### src/rtl/startup_seq_pkg.sv
package startup_seq_pkg;

    localparam int PHASE_W = 3;
    typedef logic [PHASE_W-1:0] phase_t;

    localparam int FIRST_EVENT_PHASE = 1;
    localparam int LAST_EVENT_PHASE  = 6;
    localparam phase_t FINAL_PHASE   = phase_t'(7);

    // selector slots: 0 DONE release, 1 3-state drop, 2 write enable, 3 hold
    localparam int NUM_SEL  = 4;
    localparam int SEL_DONE = 0;
    localparam int SEL_GTS  = 1;
    localparam int SEL_GWE  = 2;
    localparam int SEL_HOLD = 3;
    localparam int SEL_DEFAULT [NUM_SEL] = '{4, 5, 6, 3};

    typedef enum logic [2:0] {
        S_IDLE,
        S_RUN,
        S_HOLD,
        S_PADWAIT,
        S_END
    } seq_state_e;

endpackage

### src/rtl/ss_sync.sv
module ss_sync #(
    parameter int W      = 1,
    parameter int STAGES = 2
) (
    input  logic         clk,
    input  logic         rst_n,
    input  logic [W-1:0] async_i,
    output logic [W-1:0] sync_o
);

    logic [STAGES-1:0][W-1:0] chain_q;

    always_ff @(posedge clk or negedge rst_n) begin
        if (!rst_n) begin
            chain_q <= '0;
        end else begin
            chain_q[0] <= async_i;
            for (int s = 1; s < STAGES; s++) begin
                chain_q[s] <= chain_q[s-1];
            end
        end
    end

    assign sync_o = chain_q[STAGES-1];

endmodule

### src/rtl/ss_phase_sel.sv
module ss_phase_sel #(
    parameter int PW  = 3,
    parameter int LO  = 1,
    parameter int HI  = 6,
    parameter int DEF = 4
) (
    input  logic [PW-1:0] raw_i,
    output logic [PW-1:0] eff_o
);

    localparam logic [PW-1:0] LO_V  = PW'(LO);
    localparam logic [PW-1:0] HI_V  = PW'(HI);
    localparam logic [PW-1:0] DEF_V = PW'(DEF);

    always_comb begin
        if (raw_i >= LO_V && raw_i <= HI_V) begin
            eff_o = raw_i;
        end else begin
            eff_o = DEF_V;
        end
    end

endmodule

### src/rtl/startup_seq.sv
module startup_seq
    import startup_seq_pkg::*;
#(
    parameter int SYNC_STAGES = 2
) (
    input  logic               clk,
    input  logic               rst_n,
    input  logic               start_i,
    input  logic [PHASE_W-1:0] done_phase_i,
    input  logic [PHASE_W-1:0] gts_phase_i,
    input  logic [PHASE_W-1:0] gwe_phase_i,
    input  logic [PHASE_W-1:0] hold_phase_i,
    input  logic               lock_wait_en_i,
    input  logic               match_wait_en_i,
    input  logic               lock_i,
    input  logic               match_i,
    input  logic               done_pad_i,
    output logic               done_drive_low_o,
    output logic               done_released_o,
    output logic               gts_o,
    output logic               gwe_o,
    output logic               eos_o,
    output logic [PHASE_W-1:0] phase_o
);

    localparam int     NUM_ASYNC  = 3;
    localparam phase_t LAST_EV_PH = phase_t'(LAST_EVENT_PHASE);

    // synchronised inputs
    logic [NUM_ASYNC-1:0] async_in;
    logic [NUM_ASYNC-1:0] sync_in;
    logic pad_s, lock_s, match_s;

    assign async_in = {done_pad_i, lock_i, match_i};

    ss_sync #(.W(NUM_ASYNC), .STAGES(SYNC_STAGES)) u_sync (
        .clk    (clk),
        .rst_n  (rst_n),
        .async_i(async_in),
        .sync_o (sync_in)
    );

    assign {pad_s, lock_s, match_s} = sync_in;

    // phase selection with fallback to defaults
    phase_t sel_raw [NUM_SEL];
    phase_t sel_eff [NUM_SEL];

    assign sel_raw[SEL_DONE] = done_phase_i;
    assign sel_raw[SEL_GTS]  = gts_phase_i;
    assign sel_raw[SEL_GWE]  = gwe_phase_i;
    assign sel_raw[SEL_HOLD] = hold_phase_i;

    for (genvar i = 0; i < NUM_SEL; i++) begin : g_sel
        ss_phase_sel #(
            .PW (PHASE_W),
            .LO (FIRST_EVENT_PHASE),
            .HI (LAST_EVENT_PHASE),
            .DEF(SEL_DEFAULT[i])
        ) u_sel (
            .raw_i(sel_raw[i]),
            .eff_o(sel_eff[i])
        );
    end

    // state machine
    seq_state_e state_q, state_d;
    phase_t     phase_q, phase_d;
    logic       waits_met;

    assign waits_met = (!lock_wait_en_i  || lock_s) &&
                       (!match_wait_en_i || match_s);

    always_ff @(posedge clk or negedge rst_n) begin
        if (!rst_n) begin
            state_q <= S_IDLE;
            phase_q <= '0;
        end else begin
            state_q <= state_d;
            phase_q <= phase_d;
        end
    end

    always_comb begin
        state_d = state_q;
        phase_d = phase_q;
        unique case (state_q)
            S_IDLE: begin
                if (start_i) begin
                    state_d = S_RUN;
                    phase_d = phase_t'(FIRST_EVENT_PHASE);
                end
            end
            S_RUN: begin
                if (phase_q == sel_eff[SEL_HOLD] && !waits_met) begin
                    state_d = S_HOLD;
                end else if (phase_q == sel_eff[SEL_DONE] && !pad_s) begin
                    state_d = S_PADWAIT;
                end else if (phase_q == LAST_EV_PH) begin
                    state_d = S_END;
                    phase_d = FINAL_PHASE;
                end else begin
                    phase_d = phase_q + phase_t'(1);
                end
            end
            S_HOLD: begin
                if (waits_met) begin
                    state_d = S_RUN;
                end
            end
            S_PADWAIT: begin
                if (pad_s) begin
                    if (phase_q == LAST_EV_PH) begin
                        state_d = S_END;
                        phase_d = FINAL_PHASE;
                    end else begin
                        state_d = S_RUN;
                        phase_d = phase_q + phase_t'(1);
                    end
                end
            end
            S_END: begin
                state_d = S_END;
            end
            default: begin
                state_d = S_IDLE;
                phase_d = '0;
            end
        endcase
    end

    // outputs: sticky flags set as a phase is entered
    logic released_q, gts_q, gwe_q, eos_q;

    always_ff @(posedge clk or negedge rst_n) begin
        if (!rst_n) begin
            released_q <= 1'b0;
            gts_q      <= 1'b1;
            gwe_q      <= 1'b0;
            eos_q      <= 1'b0;
        end else if (phase_d != phase_q) begin
            if (phase_d >= sel_eff[SEL_DONE]) released_q <= 1'b1;
            if (phase_d >= sel_eff[SEL_GTS])  gts_q      <= 1'b0;
            if (phase_d >= sel_eff[SEL_GWE])  gwe_q      <= 1'b1;
            if (state_d == S_END)             eos_q      <= 1'b1;
        end
    end

    assign done_released_o  = released_q;
    assign done_drive_low_o = !released_q;
    assign gts_o            = gts_q;
    assign gwe_o            = gwe_q;
    assign eos_o            = eos_q;
    assign phase_o          = phase_q;

endmodule

### config.mk
export PLATFORM = sky130hd
export DESIGN_NAME = startup_seq
export DESIGN_NICKNAME = d
export VERILOG_FILES = /design/src/rtl/startup_seq_pkg.sv /design/src/rtl/ss_sync.sv /design/src/rtl/ss_phase_sel.sv /design/src/rtl/startup_seq.sv
export SDC_FILE = /design/constraint.sdc
export NUM_CORES = 1
export LEC_CHECK = 0
export ABC_AREA = 1
export BUFFER_PORTS_ARGS = -buffer_cell sky130_fd_sc_hd__buf_2
export CORE_MARGIN = 3
export CORE_UTILIZATION = 50
export CTS_BUF_LIST = sky130_fd_sc_hd__clkbuf_4 sky130_fd_sc_hd__clkbuf_8
export DETAILED_ROUTE_END_ITERATION = 8
export HOLD_SLACK_MARGIN = 0.15
export PLACE_DENSITY = 0.73
export SLEW_MARGIN = 20
export SYNTH_ARGS = -nofsm -noshare
export SYNTH_HDL_FRONTEND = slang
export SYNTH_SLANG_ARGS = --single-unit
### constraint.sdc
create_clock -name clk -period 2.3 [get_ports clk]
set_clock_uncertainty 0.05 [all_clocks]
set_input_delay 0.69 -clock clk [delete_from_list [all_inputs] [get_ports clk]]
set_output_delay 0.69 -clock clk [all_outputs]
set_load 0.01 [all_outputs]
# After elaboration in Yosys (flattened, before gate mapping)
# Index checks and enable logic that the tools add are counted.
dict set report word_totals {
  output_inout_bits 8
  in_bits 20
  regBits 16
}
dict set report op_classes {
  n_addsub 1
  n_reduce_logical 20
  mux 18
  magnitude_cmp 11
  n_eq_ne 9
}
# cell n
set ops {}
lappend ops {{3-bit 2-to-1 mux} 16}
lappend ops {{3-bit case mux with 5 select lines} 1}
lappend ops {{3-bit by 1-bit >= comparator with 1-bit output, second input constant} 4}
lappend ops {{3-bit less-or-equal comparator, second input constant} 4}
lappend ops {{3-bit case mux with 4 select lines} 1}
lappend ops {{3-bit equality test, second input constant} 3}
lappend ops {{3-bit >= comparator} 3}
lappend ops {{2-bit AND reduction} 4}
lappend ops {{1-bit logical AND} 7}
lappend ops {{3-bit by 2-bit equality test with 1-bit output, second input constant} 2}
lappend ops {{3-bit equality test} 2}
lappend ops {{1-bit logical NOT} 5}
lappend ops {{3-bit by 1-bit adder with 3-bit output, second input constant} 1}
lappend ops {{3-bit by 1-bit equality test with 1-bit output, second input constant} 1}
lappend ops {{3-bit logical NOT} 1}
lappend ops {{3-bit != test} 1}
lappend ops {{1-bit logical OR} 2}
lappend ops {{2-bit OR reduction} 1}

# Logic depth before layout (Yosys ltp)
dict set report depth {
  depth_word 10
  mapped_depth 19
  ltp_nobuf 19
}

# Cells and area by module
# From an unflattened synthesis, not the netlist that was laid out.
dict set report unflattened {
  hier_cells 185
  area_unflattened_um2 1378.8
}
# mod cells_per_inst seq_area_each_um2 instances area_per_inst_um2
set modules_own_cells {}
lappend modules_own_cells {startup_seq 152 251.5 1 1101.1}
lappend modules_own_cells {ss_sync 9 150.1 1 172.7}
lappend modules_own_cells {ss_phase_sel 6 0.0 4 26.3}

# Least setup slack after synthesis
# Ideal clock, no wire load.
dict set report synth_timing {
  kind {input-to-reg}
  from {input match_wait_en_i}
  to {register gwe_q (netlist: gwe_o)}
  slack_ns -0.090
  path_stages 16
  arrival_time_ns 2.223
  setup_time_ns 0.116
  required_ns 2.134
  path_cell_list {inv_1 -> o21ai_1 -> o21ai_0 -> nor2_1 -> nand2_2 -> nand2_4 -> nand3_1 -> nand3_2 -> inv_1 -> ha_1 -> nor2_1 -> nor2_1 -> nor2_1 -> o21bai_1 -> nand2_1 -> nand2_1}
}
dict set report synth_between {
  elab_chain_cells 9
  word_cells_on_any_way 10
}
# item line_no
set synth_lines {}
lappend synth_lines {{start: declaration} startup_seq.sv:14} ;# input logic match_wait_en_i,
lappend synth_lines {{1-bit logical NOT *} startup_seq.sv:72} ;# (!match_wait_en_i || match_s);
lappend synth_lines {{1-bit logical OR *} startup_seq.sv:72}
lappend synth_lines {{1-bit logical AND *} startup_seq.sv:71} ;# assign waits_met = (!lock_wait_en_i || lock_s) &&
lappend synth_lines {{1-bit logical NOT *} startup_seq.sv:95} ;# if (phase_q == sel_eff[SEL_HOLD] && !waits_met) begin
lappend synth_lines {{1-bit logical AND *} startup_seq.sv:95}
lappend synth_lines {{3-bit 2-to-1 mux *} startup_seq.sv:95}
lappend synth_lines {{3-bit case mux with 4 select lines *} startup_seq.sv:87} ;# unique case (state_q)
lappend synth_lines {{via phase_d[0]} startup_seq.sv:68} ;# phase_t phase_q, phase_d;
lappend synth_lines {{3-bit >= comparator / 3-bit != test (equally long branches)} {startup_seq.sv:144, startup_seq.sv:141}}
lappend synth_lines {{2-bit AND reduction (no line) *} --}
lappend synth_lines {{end signal: assignment} startup_seq.sv:139} ;# gwe_q <= 1'b0;
lappend synth_lines {{end signal: assignment} startup_seq.sv:144} ;# if (phase_d >= sel_eff[SEL_GWE]) gwe_q <= 1'b1;
lappend synth_lines {{end: declaration} startup_seq.sv:133} ;# logic released_q, gts_q, gwe_q, eos_q;
# Mark *: on every way through the listed nets, which the timed path passes. The rest lies on a longest branch.
# A chain may end at the register's enable or synchronous reset.

# Worst setup path after layout
dict set report layout_timing {
  from {input hold_phase_i[0]}
  to {register released_q (netlist: done_released_o)}
}
dict set report layout_between {
  elab_chain_cells 9
  word_cells_on_any_way 11
}
# item line_no
set layout_lines {}
lappend layout_lines {{start: declaration} startup_seq.sv:12} ;# input logic [PHASE_W-1:0] hold_phase_i,
lappend layout_lines {{3-bit by 1-bit >= comparator with 1-bit output / 3-bit less-or-equal comparator (equally long branches)} ss_phase_sel.sv:16} ;# if (raw_i >= LO_V && raw_i <= HI_V) begin
lappend layout_lines {{1-bit logical AND} ss_phase_sel.sv:16}
lappend layout_lines {{3-bit 2-to-1 mux *} ss_phase_sel.sv:16}
lappend layout_lines {{3-bit equality test *} startup_seq.sv:95}
lappend layout_lines {{1-bit logical AND *} startup_seq.sv:95}
lappend layout_lines {{3-bit 2-to-1 mux *} startup_seq.sv:95}
lappend layout_lines {{3-bit case mux with 4 select lines *} startup_seq.sv:87}
lappend layout_lines {{3-bit >= comparator / 3-bit != test (equally long branches)} {startup_seq.sv:142, startup_seq.sv:141}}
lappend layout_lines {{2-bit AND reduction (no line) *} --}
lappend layout_lines {{end signal: assignment} startup_seq.sv:137} ;# released_q <= 1'b0;
lappend layout_lines {{end signal: assignment} startup_seq.sv:142} ;# if (phase_d >= sel_eff[SEL_DONE]) released_q <= 1'b1;
lappend layout_lines {{end: declaration} startup_seq.sv:133}
# Every way passes the cells marked *; elsewhere a longest branch is shown, timed or not.

==> results.cfg <==
[global_route]
track_usage_pct = 22.13
grt_overflow = 0
grt_max_degree = 17
antenna_found_initial = 0
grt_pass1_wl_mm = 5.713
grt_pass1_vias = 1361

[drt]
routed_via_density = 5.743
drt.antenna.violating_nets = 0
drtPass1Iterations = 4
vias = 1539
wl_per_cell_um = 16.04
first_iter_violations = 116
routed_wl_mm = 4.298
drc = 0

[placed_design]
placedCellCount = 246
port_buffers = 27
dpl.hpwl_mm = 2.437
routabilityCongestion = 0.9073
placed_area_um2 = 1569

[finish]
final_common_cell = buf_4
nFillCells = 114
syn_to_final_growth_pct = 59.10
final_cell_mix = buf_4, nand2_1, inv_1, buf_2
final_util_pct = 87.09
stdcell_count = 268
drive_above_1_share_pct = 54.58
seqCellArea_um2 = 405.4
fin_nets = 269
diodes = 0
fin_area_um2 = 2001
multi_input_comb_area_um2 = 952.2

[synthesis]
avgSynthCellArea_um2 = 7.185
synth_cell_types = 27
synth_area_um2 = 1257
synth_nets = 203
synth_edf_count = 0
postSynthCellCount = 175
seq_area_frac_synth_pct = 31.94
ys_seq_elements = 16
yosysTopAreaCell = dfrtp_1
yosys-top-cells-area = dfrtp_1, nand2_1, inv_1, ha_1, nand3_1
async_reset_ff_share_pct = 100.0
synthFlopType = dfrtp_1
yosysWarnings = 0
synth.top_cell.area_share_pct = 29.85

[floorplanning]
die_area_um2 = 3153
dieWidth_um = 56.15
die_y_um = 56.15
core_area_um2 = 2297
start_util_pct = 54.74
num_rows = 17
ios = 28

[pwr]
ir_drop_v = 0.0008670
power.leakage_nw = 1.038
finalPower_mw = 2.520
p_per_area_nw_per_um2 = 1259

[sta]
period_needed_ns = 2.359
relSlewSlack_pct = 72.74
fmax_mhz = 423.8
slew_viol_final = 0
worst_slack_ns = -0.05939
whs_ns = 0.2475
hold_viol = 0
period_share_pct = 102.6
worst_pin_slew_ns = 0.4076
rsz0062_at_grt = true
finalSetupViolCount = 4

[job]
max_cap_viol_count = 0

[critical_path]
setup.worst_path.class = primary input to register
crit_fanout = 4
crit_cells = 17
path_cells = buf_2 -> a21o_1 -> nand2_1 -> nand2_1 -> nor2_4 -> nand2_2 -> nand2_4 -> nand3_2 -> buf_6 -> buf_4 -> buf_4 -> buf_4 -> nand4_1 -> nand2_1 -> nand3_4 -> nand2_1 -> nand2_1
reg2reg_depth = 16
worstPathRequired_ns = 2.48
slowest_delay_ns = 0.19
critPathMostFrequentCell = nand2_1
crit_family = simple AND/OR/NAND/NOR gates
end_kind = register
critPathLaunchType = primary input
slowest_stage = a21o_1
reg2reg_from = phase_o[0]$_DFF_PN0_
cp-startpoint = hold_phase_i[0]
critPathBufInv = 5
crit_arrival_ns = 2.54

[cts]
clk_latency_ns = 0.28
h-tree-depth = 1
cts.sinks = 16
cts_buffers = 3
tritoncts = built
cts-root-buf = clkbuf_4
cts.path.max_buffers = 2
ctsHoldBuffers = 0
clk_pin_slew_ns = 0.09

[run_status]
status = finished, violations left
violations = negative setup slack

[worst_hold_path]
hold_path.class = primary input to async pin
[per-layer routing]
| metal | vias to the layer above | track usage (%) | wire (um) |
|---|---|---|---|
| li1 | 701 | - | - |
| met1 | 718 | 27.36 | 1590 |
| met2 | 98 | 38.40 | 2210 |
| met3 | 22 | 3.480 | 349 |
| met4 | 0 | 8.136 | 147 |
| met5 | - | 0 | 0 |
[what timing repair did]
action | CTS | global route
setup buffers | 8 | 10
endpoints found under the hold margin | 0 | 0
endpoints found under the setup margin | 3 | 4
cloned | 0 | 0
resized for setup | 18 | 47
pin swaps | 15 | 33
[synth_stat cells (4+ instances only)]
cell / number
nand2_1: 36
inv_1: 29
dfrtp_1: 15
nand3_1: 15
nor2_1: 14
o21ai_0: 9
a21oi_1: 8
ha_1: 8
inv_2: 6
o21bai_1: 5
nand3_2: 4
[power by group]
part,total [mW],leakage [nW],internal (mW),switching [mW]
combinational,1.91,0.838,0.861,1.05
sequential,0.423,0.179,0.335,0.0874
clock,0.183,0.0210,0.0963,0.0862
[through the flow]
step           setup WS, ns  setup TNS (ns)
2_1_floorplan      0.002501               0
4_1_cts           -0.002473       -0.004122
3_3_place_gp        -0.2377         -0.6060
6_report           -0.05939         -0.1472
5_1_grt             -0.1250         -0.4389
3_5_place_dp        -0.3392         -0.9801
[cell families after synthesis]
| family | synth area share [%] |
|---|---|
| AND/OR/NAND/NOR | 33.43 |
| AO/OA/AOI/OAI | 16.22 |
| buffers and inverters | 10.45 |
| adder cells (fa/ha/maj) | 7.961 |
| flip-flops | 31.94 |
[final timing paths]
path	endpoint	slack, ns
max	done_released_o$_DFFE_PN0P_	-0.06
min	u_sync.chain_q[1]$_DFF_PN0_	0.25
max reg2reg	done_released_o$_DFFE_PN0P_	-0.01
min reg2reg	u_sync.sync_o[1]$_DFF_PN0_	0.30
max in group asynchronous	gts_o$_DFFE_PN1P_	1.65
min in group clk	u_sync.sync_o[1]$_DFF_PN0_	0.30
[layout make-up]
class,instances,area share [%]
clock buffers,4,1.814
inverters,35,7.192
multi-input cells,124,47.59
flip-flops and latches,16,20.26
well taps,28,1.751
repair buffers,61,21.39
[state kept, by name, indices dropped and copies added, names as in the netlist]
signal / flops
done_released_o: 1
gts_o: 1
u_sync.sync_o: 3
gwe_o: 1
eos_o: 1
phase_o: 3
state_q: 3
u_sync.chain_q: 3
[worst reg2reg max path, stage by stage (launching register included)]
cell and delay [ns]:
dfrtp_2 0.47, buf_4 0.17, o211ai_1 0.10, nand2_1 0.10, nor2_2 0.13, nand2_2 0.09, nand2_4 0.08, nand3_2 0.08
buf_6 0.14, buf_4 0.12, buf_4 0.12, buf_4 0.13, nand4_1 0.11, nand2_1 0.12, nand3_4 0.13, nand2_1 0.07
nand2_1 0.06
Power figures use the tool's default switching activity.
